[config.mk]
export PLATFORM = sky130hd
export DESIGN_NAME = gpio_bank
export DESIGN_NICKNAME = d
export VERILOG_FILES = /design/src/rtl/gpio_bank_pkg.sv /design/src/rtl/gpio_insync.sv /design/src/rtl/gpio_maskhalf.sv /design/src/rtl/gpio_bank.sv
export SDC_FILE = /design/constraint.sdc
export NUM_CORES = 1
export LEC_CHECK = 0
export BUFFER_PORTS_ARGS = -buffer_cell sky130_fd_sc_hd__buf_2
export CORE_UTILIZATION = 54
export CTS_CLUSTER_DIAMETER = 120
export DETAILED_ROUTE_END_ITERATION = 10
export PLACE_DENSITY = 0.9
export SKIP_LAST_GASP = 1
export SYNTH_ARGS = -nofsm -noshare
export SYNTH_HDL_FRONTEND = slang
export SYNTH_SLANG_ARGS = --single-unit
[constraint.sdc]
create_clock -name clk -period 1.9 [get_ports clk]
set_input_delay 0.38 -clock clk [delete_from_list [all_inputs] [get_ports clk]]
set_output_delay 0.38 -clock clk [all_outputs]
set_load 0.1 [all_outputs]
[src/rtl/gpio_bank_pkg.sv]
package gpio_bank_pkg;
  localparam int HALF = 16;

  function automatic int ofs_lo(input int bank);
    return 8 * bank;
  endfunction
  function automatic int ofs_hi(input int bank);
    return 4 + 8 * bank;
  endfunction
  function automatic int ofs_in(input int bank);
    return 32'h060 + 4 * bank;
  endfunction
  function automatic int ofs_dir(input int bank);
    return 32'h204 + 32'h40 * bank;
  endfunction
  function automatic int ofs_oen(input int bank);
    return 32'h208 + 32'h40 * bank;
  endfunction

  typedef enum logic [2:0] {
    SEL_NONE, SEL_LO, SEL_HI, SEL_IN, SEL_DIR, SEL_OEN
  } sel_e;
endpackage

[src/rtl/gpio_insync.sv]
module gpio_insync #(
  parameter int W = 32
) (
  input  logic         clk,
  input  logic         rst,
  input  logic [W-1:0] d,
  output logic [W-1:0] q
);
  logic [W-1:0] stage1;

  always_ff @(posedge clk) begin
    if (rst) begin
      stage1 <= '0;
      q      <= '0;
    end else begin
      stage1 <= d;
      q      <= stage1;
    end
  end
endmodule

[src/rtl/gpio_maskhalf.sv]
module gpio_maskhalf #(
  parameter int HW = 16
) (
  input  logic          clk,
  input  logic          rst,
  input  logic          we,
  input  logic [HW-1:0] keep,
  input  logic [HW-1:0] din,
  input  logic [HW-1:0] impl,
  output logic [HW-1:0] q
);
  always_ff @(posedge clk) begin
    if (rst) q <= '0;
    else if (we) q <= ((q & keep) | (din & ~keep)) & impl;
  end
endmodule

[src/rtl/gpio_bank.sv]
module gpio_bank #(
  parameter int AW    = 12,
  parameter int NPINS = 32,
  parameter int BANK  = 0
) (
  input  logic          clk,
  input  logic          rst,
  input  logic [AW-1:0] addr,
  input  logic [31:0]   wdata,
  input  logic          wr_en,
  output logic [31:0]   rdata,
  input  logic [31:0]   pin_in,
  output logic [31:0]   pin_out,
  output logic [31:0]   pin_oe
);
  import gpio_bank_pkg::*;

  localparam int NHALF = 32 / HALF;
  localparam logic [31:0] IMPL = (NPINS >= 32) ? 32'hFFFF_FFFF
                                               : ((32'h1 << NPINS) - 32'h1);
  localparam logic [AW-3:0] W_LO  = AW'(ofs_lo(BANK))  >> 2;
  localparam logic [AW-3:0] W_HI  = AW'(ofs_hi(BANK))  >> 2;
  localparam logic [AW-3:0] W_IN  = AW'(ofs_in(BANK))  >> 2;
  localparam logic [AW-3:0] W_DIR = AW'(ofs_dir(BANK)) >> 2;
  localparam logic [AW-3:0] W_OEN = AW'(ofs_oen(BANK)) >> 2;

  logic [AW-3:0] waddr;
  sel_e          sel;
  logic [31:0]   dir_q, oen_q, in_sync;

  assign waddr = addr[AW-1:2];

  always_comb begin
    if      (waddr == W_LO)  sel = SEL_LO;
    else if (waddr == W_HI)  sel = SEL_HI;
    else if (waddr == W_IN)  sel = SEL_IN;
    else if (waddr == W_DIR) sel = SEL_DIR;
    else if (waddr == W_OEN) sel = SEL_OEN;
    else                     sel = SEL_NONE;
  end

  genvar h;
  generate
    for (h = 0; h < NHALF; h++) begin : g_half
      logic we_h;
      assign we_h = wr_en && (sel == ((h == 0) ? SEL_LO : SEL_HI));
      gpio_maskhalf #(.HW(HALF)) u_half (
        .clk (clk),
        .rst (rst),
        .we  (we_h),
        .keep(wdata[31:16]),
        .din (wdata[15:0]),
        .impl(IMPL[h*HALF +: HALF]),
        .q   (pin_out[h*HALF +: HALF])
      );
    end
  endgenerate

  always_ff @(posedge clk) begin
    if (rst) begin
      dir_q <= '0;
      oen_q <= '0;
    end else if (wr_en) begin
      if (sel == SEL_DIR) dir_q <= wdata & IMPL;
      if (sel == SEL_OEN) oen_q <= wdata & IMPL;
    end
  end

  assign pin_oe = dir_q & oen_q;

  gpio_insync #(.W(32)) u_sync (
    .clk(clk),
    .rst(rst),
    .d  (pin_in),
    .q  (in_sync)
  );

  always_ff @(posedge clk) begin
    if (rst) rdata <= '0;
    else begin
      case (sel)
        SEL_IN:  rdata <= in_sync & IMPL;
        SEL_DIR: rdata <= dir_q;
        SEL_OEN: rdata <= oen_q;
        default: rdata <= '0;
      endcase
    end
  end
endmodule

Word-level counts from Yosys, hierarchy flattened
Index checks and enable logic that the tools add are counted.
{"block": "word_totals", "register_bits": 192, "latchBits": 0, "ramBits": 0, "mem_bits_ro": 0, "input_bits": 79, "n_memories": 0}
{"block": "classes", "n_addsub": 0, "n_mul": 0, "div": 0, "magnitude_cmp": 0, "eq_ne": 9, "shift": 0, "n_mux": 6, "bitwise_logic": 7, "n_reduce_logical": 5}
{"cell": "32-bit one-hot mux with 3 select lines", "n": 1}
{"cell": "16-bit bitwise AND", "n": 3}
{"cell": "32-bit bitwise AND", "n": 1}
{"cell": "16-bit bitwise OR", "n": 2}
{"cell": "10-bit by 8-bit equality test with 1-bit output, second input constant", "n": 2}
{"cell": "16-bit inverter", "n": 1}
{"cell": "3-bit two-way mux", "n": 5}
{"cell": "10-bit by 1-bit equality test with 1-bit output, second input constant", "n": 1}
{"cell": "10-bit by 5-bit equality test with 1-bit output, second input constant", "n": 1}
{"cell": "10-bit zero test", "n": 1}
{"cell": "3-bit by 2-bit equality test with 1-bit output, second input constant", "n": 2}
{"cell": "3-bit equality test, second input constant", "n": 2}
{"cell": "2-bit AND reduction", "n": 2}
{"cell": "3-bit by 1-bit equality test with 1-bit output, second input constant", "n": 1}
{"cell": "1-bit logical AND", "n": 2}

Depth between registers and ports, before layout
Gate-level depths: netlist of the first run.
{"block": "logic_depth", "word_depth": 8, "depth_mapped": 5, "depth_no_buf": 3}

By module
Synthesis of the first run repeated with hierarchy kept, for this count alone.
{"block": "hier_totals", "hier_cells": 799, "hier_area_um2": 7712.4}
{"mod": "gpio_bank", "n_inst": 1, "cells_each": 492, "area_per_inst_um2": 4160.2, "seq_area_each_um2": 1921.8}
{"mod": "gpio_insync", "n_inst": 1, "cells_each": 135, "area_per_inst_um2": 1918.1, "seq_area_each_um2": 1281.2}
{"mod": "gpio_maskhalf", "n_inst": 2, "cells_each": 86, "area_per_inst_um2": 817.0, "seq_area_each_um2": 320.3}

Worst setup path before layout of the first run
No wires, ideal clock.
{"block": "synth_path", "path_type": "input to register", "start": "input port addr[11]", "end": "register rdata[10]", "setup_time_ns": 0.066, "arrival_ns": 1.422, "required_ns": 1.834, "slack_ns": 0.412, "cell_stages": 5, "path_buffers": 2, "path_cell_list": "nor3_4 -> or4b_1 -> buf_2 -> buf_6 -> a21oi_2"}
{"block": "synth_via", "elab_chain_len": 8, "word_cells_on_any_way": 14, "cone_classes": "eq/ne (7); mux (6); reduce/logical (1)"}
{"element": "start: declaration", "line": "gpio_bank.sv:8", "rtl": "input logic [AW-1:0] addr,"}
{"element": "10-bit by 8-bit equality test with 1-bit output", "line": "gpio_bank.sv:38", "rtl": "else if (waddr == W_OEN) sel = SEL_OEN;"}
{"element": "3-bit two-way mux", "line": "gpio_bank.sv:38"}
{"element": "3-bit two-way mux", "line": "gpio_bank.sv:37", "rtl": "else if (waddr == W_DIR) sel = SEL_DIR;"}
{"element": "3-bit two-way mux", "line": "gpio_bank.sv:36", "rtl": "else if (waddr == W_IN) sel = SEL_IN;"}
{"element": "3-bit two-way mux", "line": "gpio_bank.sv:35", "rtl": "else if (waddr == W_HI) sel = SEL_HI;"}
{"element": "3-bit two-way mux *", "line": "gpio_bank.sv:34", "rtl": "if (waddr == W_LO) sel = SEL_LO;"}
{"element": "3-bit equality test / 3-bit by 2-bit equality test with 1-bit output (equally long branches)", "line": "gpio_bank.sv:81", "rtl": "case (sel)"}
{"element": "32-bit one-hot mux with 3 select lines *", "line": "gpio_bank.sv:81"}
{"element": "end signal: assignment", "line": "gpio_bank.sv:82", "rtl": "SEL_IN: rdata <= in_sync & IMPL;"}
{"element": "end signal: assignment", "line": "gpio_bank.sv:83", "rtl": "SEL_DIR: rdata <= dir_q;"}
{"element": "end signal: assignment", "line": "gpio_bank.sv:84", "rtl": "SEL_OEN: rdata <= oen_q;"}
{"element": "end: declaration", "line": "gpio_bank.sv:11", "rtl": "output logic [31:0] rdata,"}
Every way passes the cells marked *; elsewhere a longest branch is shown, timed or not.
A chain may end at the register's enable or synchronous reset.

Worst setup path in the final report of the first run
{"block": "layout_path", "start": "register oen_q[6]", "end": "output port pin_oe[6]"}
{"block": "layout_via", "elab_chain_len": 1}
{"element": "start: declaration", "line": "gpio_bank.sv:29", "rtl": "logic [31:0] dir_q, oen_q, in_sync;"}
{"element": "start signal: assignment", "line": "gpio_bank.sv:65", "rtl": "if (sel == SEL_OEN) oen_q <= wdata & IMPL;"}
{"element": "32-bit bitwise AND", "line": "gpio_bank.sv:69", "rtl": "assign pin_oe = dir_q & oen_q;"}
{"element": "end: declaration", "line": "gpio_bank.sv:14", "rtl": "output logic [31:0] pin_oe"}
No other way between the ends.

==> qor.csv, run 1 <==
stage,metric,value,unit
run_status,outcome,"finished, final reports clean",
logic_synthesis,Avg Inst Size Synth,10.33,um^2
finish,share of layout cells above drive strength 1,27.75,%
grt,initial antenna violation count,4,
setup_path,largest fanout on the critical path,3,
power_and_ir_drop,maximum vdd drop,0.7631,mV
clock_network,total CTS buffers,17,
power_and_ir_drop,PwrDens,825.1,nW/um^2
timing,crit path time final,1.800,ns
finish,Finished Core Util,66.83,%
clock_network,CTS tree,yes,
setup_path,Top delay family on crit path,buffers and inverters,
setup_path,"Cell Chain, Critical Path",and2_1 > buf_2,
grt,GR Overflow Total,0,
finish,Area Growth Syn to Fin,20.71,%
finish,design area,9749,um^2
logic_synthesis,syn_nets,861,
timing,Worst-Margin Slew,0.7368,ns
floorplan,Boundary Pins,175,
setup_path,slowest CP cell,buf_2,
floorplan,Core Area,14590,um^2
setup_path,"Req. time, crit path",1.52,ns
finish,# nets final,1004,
clock_network,clk sinks,192,
route,Vias/cell,5.386,
grt,first-pass GRT wire length,30.94,mm
logic_synthesis,"Seq/Total Area, Yosys",47.59,%
floorplan,area of the die,15450,um^2
flow_run,max_cap viols,0,
timing,relative slew slack,50.88,%
setup_path,crit-path max cell delay,0.43,ns
timing,endpoints failing hold,0,
setup_path,crit path kind,flip-flop to output port,
logic_synthesis,Yosys reg bits,192,
setup_path,Buffers & Inverters on Critical Path,1,
worst_hold_path,Worst Hold Class,input port to flip-flop,
setup_path,crit path launch type,flip-flop,
timing,Final Slew Violations,0,
clock_network,Root Buffer,clkbuf_16,
timing,TNS Setup,0,ns
floorplan,Rows,44,
floorplan,die height,124.3,um
logic_synthesis,synthesized area,8076,um^2
timing,clk_skew,0.01032,ns
clock_network,clk_lat worst skew,0.43,ns
placed_design,GP Congestion,0.7812,
timing,RSZ-0062 raised after global routing,false,
grt,GR Util All Layers,25.46,%
power_and_ir_drop,Leakage,4.767,nW
finish,most common library cell in the layout ignoring fill and taps,dfxtp_1,
route,Remaining DRCs,0,
clock_network,H-tree Lvls,4,
placed_design,port bufs,172,
placed_design,DP Wirelength,12.90,mm
clock_network,Max Root-Sink Buffers,2,
setup_path,Worst EP arrival,1.42,ns
route,Post-DRT Antenna Nets,0,
route,WL final,19.42,mm
clock_network,Clock transition at path regs,0.07,ns
floorplan,Initial Util,55.36,%
route,vias post-DR,6048,
route,average wire per standard cell,17.29,um
timing,final setup fails,0,
clock_network,Post-CTS Setup Inserts,0,
finish,most frequent cells in the layout,"dfxtp_1, buf_2, nand2b_1, mux2i_1, nor2b_1",
setup_path,Setup crit end kind,output port,
timing,fmax,555.6,MHz
grt,largest net degree at the start of global routing,193,
grt,vias in the first global route,5825,
logic_synthesis,yosys warns,0,
floorplan,Die Wd,124.3,um
route,Iter 0 DRT Violations,357,
timing,crit share post-route,94.72,%
clock_network,CTS resizes,0,
placed_design,placed cell area,9169,um^2
route,DR pass1 iterations,7,
logic_synthesis,Cells after Synth,782,
logic_synthesis,synth unique cells,25,
clock_network,Post-CTS Hold Fix Bufs,0,
-- metal layers --
layer	vias to the layer above	GRT usage, %	part of all wire [%]
met1	2898	31.92	44
met3	33	5.584	4.5
li1	2944	-	-
met4	2	10.77	2.4
met2	171	42.15	49
met5	-	0	0.051
-- cell type report --
cell class	instances	area, um^2
Clock buffer	17	425.4
Clock inverter	14	150.1
Multi-Input combinational cell	526	3986
Fill cell	1108	4840
Tap cell	184	230.2
Sequential cell	192	3844
Antenna cell	2	5.005
Timing Repair Buffer	188	1109
-- synthesized netlist by cell type --
cell type | n | area share [%]
a21oi_1 | 2 | 0.12
a21oi_2 | 30 | 3.3
and2_0 | 1 | 0.078
and2_1 | 32 | 2.5
and3b_1 | 64 | 6.9
buf_2 | 11 | 0.68
buf_4 | 1 | 0.093
buf_6 | 3 | 0.42
clkbuf_1 | 49 | 2.3
dfxtp_1 | 192 | 48
mux2i_1 | 96 | 12
nand2b_1 | 128 | 9.9
nand3_1 | 32 | 2.0
nand4_2 | 2 | 0.31
nand4b_1 | 32 | 3.5
nor2b_1 | 66 | 5.1
nor3_1 | 1 | 0.062
nor3_4 | 1 | 0.20
nor3b_1 | 1 | 0.093
nor4_2 | 2 | 0.31
nor4b_2 | 1 | 0.19
nor4b_4 | 1 | 0.29
nor4bb_1 | 1 | 0.12
o21ai_1 | 32 | 2.0
or4b_1 | 1 | 0.12
-- logic make-up after synthesis --
group | after synthesis | synth area share [%]
and+or+nand+nor | 366 | 31.68
DFF | 192 | 47.59
AOI/OAI and AO/OA | 64 | 5.360
buffers and inverters | 64 | 3.470
muxes | 96 | 11.90
-- power breakdown --
group          internal [W]  switching, W
clock               0.00185       0.00163
sequential          0.00409     0.0000145
combinational      0.000208      0.000256
total               0.00614       0.00190
-- metrics by stage --
| step | std cells | total power (W) | setup slack, ns | hold slack (ns) |
|---|---|---|---|---|
| 6_report | 1123 | 0.008045 | 0.1003 | 0.1443 |
| 5_1_grt | 1122 | 0.008325 | 0.06973 | 0.1456 |
| 4_1_cts | 1121 | 0.008100 | 0.1089 | 0.1393 |
| 3_5_place_dp | 1090 | 0.004653 | 0.1146 | 0.4237 |
| 3_3_place_gp | 1090 | 0.004647 | 0.1410 | 0.4163 |
| 2_1_floorplan | 782 | 0.004444 | 0.4124 | 0.4138 |
-- final timing paths --
path / start / end / slack, ns / depth (start not counted)
max reg2reg: oen_q[8]$_SDFFE_PP0P_ / rdata[8]$_SDFF_PP0_ / 0.93 / 3
min reg2reg: u_sync.stage1[31]$_SDFF_PP0_ / u_sync.q[31]$_SDFF_PP0_ / 0.43 / 1
min: pin_in[8] / u_sync.stage1[8]$_SDFF_PP0_ / 0.14 / 2
max: oen_q[6]$_SDFFE_PP0P_ / pin_oe[6] / 0.10 / 2
No activity file was read; power rests on OpenSTA's default activity.
==> run 2, diff against run 1 <==
Settings changed: CORE_ASPECT_RATIO from default to 0.8, PLACE_DENSITY 0.9 to 0.83.
==> run 2 against run 1 <==
Compared with the run above: the run now ends with DRC left; worst hold slack about the same; total power increased by 2.0%; clock skew is 0.0020 ns lower; register-to-register slack is essentially flat; critical path type unchanged; critical endpoint is now pin_oe[1].
==> qor.csv, run 2 (same netlist as run 1, synthesis figures left out) <==
stage,metric,value,unit
clock_network,clk_lat worst skew,0.43,ns
timing,Worst-Margin Slew,0.6740,ns
grt,first-pass GRT wire length,29.75,mm
setup_path,Worst EP arrival,1.42,ns
run_status,failing checks,DRC,
timing,TNS Setup,0,ns
floorplan,die height,111.4,um
route,Remaining DRCs,11,
route,Post-DRT Antenna Nets,0,
timing,crit share post-route,94.85,%
floorplan,Boundary Pins,175,
route,Vias/cell,5.354,
setup_path,crit-path max cell delay,0.44,ns
grt,GR Overflow Total,0,
grt,vias in the first global route,5514,
finish,# diodes,0,
finish,# nets final,1002,
clock_network,Post-CTS Hold Fix Bufs,0,
clock_network,H-tree Lvls,4,
timing,endpoints failing hold,0,
finish,Area Growth Syn to Fin,20.74,%
timing,RSZ-0062 raised after global routing,false,
setup_path,r2r startpoint,oen_q[31]$_SDFFE_PP0P_,
setup_path,reg-to-reg setup timing slack,0.93,ns
setup_path,Setup crit end kind,output port,
power_and_ir_drop,PwrDens,841.8,nW/um^2
setup_path,slowest CP cell,buf_2,
flow_run,max_cap viols,0,
timing,final setup fails,0,
worst_hold_path,Worst Hold Class,input port to flip-flop,
placed_design,port bufs,172,
power_and_ir_drop,Power Internal,0.006195,W
power_and_ir_drop,total power draw,0.008209,W
finish,most common library cell in the layout ignoring fill and taps,dfxtp_1,
clock_network,Clock transition at path regs,0.08,ns
route,Iter 0 DRT Violations,347,
timing,crit path time final,1.802,ns
clock_network,Root Buffer,clkbuf_16,
finish,share of layout cells above drive strength 1,27.67,%
grt,largest net degree at the start of global routing,193,
power_and_ir_drop,clock share of power,44.5,%
worst_hold_path,Hold Crit Start,pin_in[4],
clock_network,Max Root-Sink Buffers,2,
placed_design,DP Wirelength,12.42,mm
worst_hold_path,Worst Hold Endpoint,u_sync.stage1[4]$_SDFF_PP0_,
floorplan,Core Area,14440,um^2
route,DR pass1 iterations,8,
floorplan,area of the die,15450,um^2
timing,clk_skew,0.008267,ns
power_and_ir_drop,part of the power in registers,49.9,%
finish,most frequent cells in the layout,"dfxtp_1, buf_2, nand2b_1, mux2i_1, nor2b_1",
setup_path,"Cell Chain, Critical Path",and2_1 > buf_2,
timing,fmax,554.9,MHz
run_status,outcome,"complete, but fails checks",
clock_network,CTS resizes,0,
clock_network,CTS tree,yes,
setup_path,crit path kind,flip-flop to output port,
finish,design area,9752,um^2
placed_design,placed cell area,9133,um^2
clock_network,total CTS buffers,17,
power_and_ir_drop,Sw Pwr,0.002014,W
route,average wire per standard cell,16.91,um
setup_path,crit path launch type,flip-flop,
timing,Final Slew Violations,0,
setup_path,largest fanout on the critical path,3,
clock_network,clk sinks,192,
route,vias post-DR,5997,
grt,initial antenna violation count,1,
setup_path,FF-to-FF End,rdata[31]$_SDFF_PP0_,
worst_hold_path,Hold Path Cell Cnt,2,
power_and_ir_drop,Leakage,4.767,nW
floorplan,Die Wd,138.7,um
grt,GR Util All Layers,24.91,%
setup_path,"Req. time, crit path",1.52,ns
power_and_ir_drop,power share of the combinational group,5.6,%
route,WL final,18.94,mm
power_and_ir_drop,sw frac,24.53,%
floorplan,Rows,39,
timing,relative slew slack,55.07,%
floorplan,Initial Util,55.92,%
clock_network,Post-CTS Setup Inserts,0,
setup_path,R2R cell count,3,
placed_design,GP Congestion,0.8344,
power_and_ir_drop,maximum vdd drop,0.5873,mV
run 2: worst max-delay path, delay by kind of cell (launching register included):
family	cells	cell delay, ns
buf+inv	1	0.44
simple gates	1	0.19
flops	1	0.36
run 2: metal layers:
layer | track usage (%) | vias to the layer above | part of all wire, %
met1 | 34.92 | 2889 | 48
met5 | 0 | - | 0
met3 | 6.108 | 15 | 4.5
met2 | 39.26 | 150 | 46
li1 | - | 2943 | -
met4 | 4.889 | 0 | 0.73
run 2: worst max path at each step:
stage / startpoint / end / cells after the start
2_1_floorplan: addr[11] / rdata[10]$_SDFF_PP0_ / 5
3_3_place_gp: addr[11] / rdata[0]$_SDFF_PP0_ / 5
3_5_place_dp: addr[11] / rdata[0]$_SDFF_PP0_ / 5
4_1_cts: dir_q[1]$_SDFFE_PP0P_ / pin_oe[1] / 2
5_1_grt: oen_q[21]$_SDFFE_PP0P_ / pin_oe[21] / 2
6_report: dir_q[1]$_SDFFE_PP0P_ / pin_oe[1] / 2
run 2: per-stage QoR:
step                utilization (%)  hold WS, ns  instances  setup WS [ns]
floorplan                         -       0.4138        782         0.4124
finish                        67.52       0.1445       1120        0.09783
global placement              63.23       0.4165       1088         0.1383
detailed placement            63.23       0.4212       1088         0.1047
CTS                           67.52       0.1385       1120        0.09635
global route                  67.52       0.1409       1120        0.05316
run 2: layout make-up:
cell class	count	area, um^2
fillers	1094	4692
clock inverters	15	193.9
clock buffers	17	425.4
multi-input cells	526	3978
flip-flops and latches	192	3844
well taps	184	230.2
repair buffers	186	1081
run 2: power by group through the flow:
stage                     logic, W  registers, W  clock network [W]
after floorplan           0.000256       0.00419                  0
after global placement    0.000452       0.00419                  0
after detailed placement  0.000456       0.00419                  0
after CTS                 0.000457       0.00410            0.00370
after global routing      0.000491       0.00410            0.00390
final                     0.000457       0.00410            0.00366
==> run 3, diff against run 2 <==
Settings changed: ABC_AREA from default to 1, PLACE_DENSITY 0.83 to 0.84.
==> run 3 against run 2 <==
Compared with the run above: the flow now finishes without violations; largest power group unchanged; sequential power is essentially flat; sequential share of layout area grew 0.83 points; critical endpoint is now pin_oe[30]; combinational power shrank 21%.
==> qor.csv, run 3 <==
stage,metric,value,unit
run_status,outcome,"finished, final reports clean",
finish,share of layout cells above drive strength 1,17.81,%
logic_synthesis,multiplexer share of the synthesized area,0,%
route,DR pass1 iterations,5,
worst_hold_path,Hold Path Cell Cnt,3,
placed_design,DP Wirelength,13.67,mm
placed_design,placed insts,1484,
power_and_ir_drop,clock share of power,45.0,%
timing,fmax,565.4,MHz
clock_network,Clock transition at path regs,0.07,ns
logic_synthesis,Synth area leader,dfxtp_1,
power_and_ir_drop,Leakage,5.202,nW
logic_synthesis,largest family of logic cells by synthesized area,simple AND/OR/NAND/NOR gates,
route,Iter 0 DRT Violations,541,
power_and_ir_drop,part of the power in registers,50.5,%
timing,crit share post-route,93.09,%
timing,TNS Setup,0,ns
floorplan,Rows,38,
logic_synthesis,"Seq/Total Area, Yosys",49.21,%
clock_network,H-tree Lvls,4,
setup_path,FF-to-FF End,rdata[31]$_SDFF_PP0_,
power_and_ir_drop,Sw Pwr,0.001893,W
logic_synthesis,asr flop ratio synth,0,%
finish,# nets final,1402,
floorplan,Initial Util,56.46,%
clock_network,total CTS buffers,17,
route,Post-DRT Antenna Nets,0,
floorplan,Boundary Pins,175,
logic_synthesis,synthesized area,7811,um^2
clock_network,CTS tree,yes,
flow_run,max_cap viols,0,
logic_synthesis,Most used DFF post-synth,dfxtp_1,
logic_synthesis,yosys warns,0,
clock_network,Root Buffer,clkbuf_16,
route,vias post-DR,7378,
floorplan,Die Wd,136.5,um
power_and_ir_drop,Power Internal,0.006225,W
clock_network,Post-CTS Hold Fix Bufs,0,
setup_path,Worst EP arrival,1.39,ns
setup_path,crit path launch type,flip-flop,
route,Remaining DRCs,0,
power_and_ir_drop,maximum vdd drop,0.6354,mV
logic_synthesis,top cell type's share of synthesized area,49.21,%
finish,"Cell Count, Final, Fillers Out",1517,
placed_design,pre-CTS setup slack,0.1734,ns
grt,largest net degree at the start of global routing,65,
clock_network,clk sinks,192,
timing,clk_skew,0.009828,ns
worst_hold_path,Worst Hold Endpoint,u_sync.stage1[21]$_SDFF_PP0_,
floorplan,area of the die,14950,um^2
timing,Final Slew Violations,0,
placed_design,GP Congestion,0.8110,
floorplan,Core Area,13840,um^2
timing,final setup fails,0,
placed_design,port bufs,172,
setup_path,largest fanout on the critical path,3,
route,average wire per standard cell,12.99,um
clock_network,CTS resizes,0,
power_and_ir_drop,sw frac,23.32,%
finish,Area Growth Syn to Fin,22.28,%
logic_synthesis,synth unique cells,17,
logic_synthesis,Avg Inst Size Synth,6.699,um^2
logic_synthesis,"top cells by count, synth","nand2_1, nor2_1, inv_1",
route,Vias/cell,4.864,
grt,GR Overflow Total,0,
route,WL final,19.70,mm
worst_hold_path,Worst Hold Class,input port to flip-flop,
setup_path,crit path kind,flip-flop to output port,
logic_synthesis,largest cells by area after synthesis,"dfxtp_1, nand2_1, nor2_1, inv_1, nand3_1",
setup_path,Setup crit end kind,output port,
clock_network,Post-CTS Setup Inserts,0,
setup_path,"Cell Chain, Critical Path",nand2_1 > inv_1 > buf_2,
setup_path,r2r startpoint,oen_q[31]$_SDFFE_PP0P_,
setup_path,R2R cell count,4,
grt,GR Util All Layers,26.88,%
timing,smallest hold slack,0.1516,ns
grt,vias in the first global route,6380,
clock_network,Max Root-Sink Buffers,2,
timing,relative slew slack,65.38,%
floorplan,die height,109.6,um
timing,Worst-Margin Slew,0.5229,ns
power_and_ir_drop,power share of the combinational group,4.4,%
setup_path,"Req. time, crit path",1.52,ns
logic_synthesis,most frequent cell after synthesis,nand2_1,
finish,most common library cell in the layout ignoring fill and taps,nand2_1,
grt,first-pass GRT wire length,31.04,mm
logic_synthesis,Yosys reg bits,192,
timing,RSZ-0062 raised after global routing,false,
setup_path,slowest CP cell,buf_2,
logic_synthesis,Compound-Gate Fraction of Synth Area,2.050,%
logic_synthesis,syn_nets,1245,
power_and_ir_drop,PwrDens,850.0,nW/um^2
finish,Finished Core Util,69.04,%
logic_synthesis,simple-gate share of the synthesized area,35.14,%
finish,most frequent cells in the layout,"nand2_1, nor2_1, inv_1, dfxtp_1, buf_2",
clock_network,clk_lat worst skew,0.42,ns
setup_path,crit-path max cell delay,0.42,ns
worst_hold_path,Hold Crit Start,pin_in[21],
timing,endpoints failing hold,0,
logic_synthesis,Cells after Synth,1166,
logic_synthesis,Synth Area in Adders,0,%
timing,final setup margin,0.1313,ns
logic_synthesis,Post-synth EDFFs,0,
logic_synthesis,Post-Synth XOR/XNOR Area,0,%
grt,initial antenna violation count,1,
timing,crit path time final,1.769,ns
setup_path,reg-to-reg setup timing slack,1.12,ns
==> run 3: changes by cell type in the layout (fill, tap and decap cells not counted), sizes merged, moves of 10 or more <==
| cell | previous run | this run |
|---|---|---|
| mux2i | 96 | 0 |
| nand2b | 128 | 0 |
| inv | 7 | 227 |
| nor2b | 66 | 0 |
| and2 | 33 | 0 |
| nand2 | 0 | 281 |
| nand4b | 32 | 0 |
| buf | 186 | 196 |
| nand4 | 2 | 48 |
| o21ai | 32 | 0 |
| and3b | 64 | 0 |
| nor2 | 0 | 268 |
| nand3 | 32 | 65 |
==> run 3: worst max-delay path by stage <==
| stage | slack [ns] | cells after the start | endpoint | from |
|---|---|---|---|---|
| after CTS | 0.12 | 3 | pin_oe[30] | oen_q[30]$_SDFFE_PP0P_ |
| final | 0.13 | 3 | pin_oe[30] | oen_q[30]$_SDFFE_PP0P_ |
| after global routing | 0.06 | 3 | pin_oe[30] | oen_q[30]$_SDFFE_PP0P_ |
| after detailed placement | 0.17 | 10 | oen_q[29]$_SDFFE_PP0P_ | addr[11] |
| after floorplan | 0.39 | 7 | oen_q[10]$_SDFFE_PP0P_ | addr[11] |
| after global placement | 0.22 | 9 | oen_q[21]$_SDFFE_PP0P_ | addr[11] |
==> run 3: layout make-up <==
cell class | count | area, um^2
fillers | 1144 | 4284
flip-flops and latches | 192 | 3844
multi-input cells | 697 | 2908
repair buffers | 196 | 1144
inverters | 219 | 822.0
clock buffers | 18 | 439.2
well taps | 180 | 225.2
clock inverters | 14 | 167.7
diodes | 1 | 2.502
==> run 3: cell families after synthesis <==
group	Yosys count
AO/OA/AOI/OAI	32
buffers and inverters	277
flip-flops	192
AND/OR/NAND/NOR	665
==> run 3: power groups by stage <==
stage / Sequential (W) / Combinational [W] / Clock (W)
floorplan: 0.00419 / 0.000167 / 0
global placement: 0.00419 / 0.000349 / 0
detailed placement: 0.00420 / 0.000354 / 0
CTS: 0.00410 / 0.000357 / 0.00370
global route: 0.00411 / 0.000398 / 0.00388
finish: 0.00410 / 0.000360 / 0.00366
==> run 3: layer usage <==
layer  up-vias  wire [um]  global-route usage [%]  share of wire (%)
met5         -          0                       0                  0
met4         0        462                   9.683                2.3
met3        32       1598                   6.777                8.1
met2       286       8697                   42.75                 44
met1      3294       8941                   35.34                 45
li1       3766          -                       -                  -
==> run 3: through the flow <==
stage               area [um^2]  power (W)
floorplan                  7811   0.004359
global placement           8942   0.004542
detailed placement         8942   0.004550
CTS                        9549   0.008154
global route               9552   0.008381
finish                     9552   0.008119
==> run 3: worst max-delay path: cells and delay by family, from the launching register on <==
family / cells / cell delay [ns]
buffers and inverters: 2 / 0.49
DFF: 1 / 0.37
and+or+nand+nor: 1 / 0.11
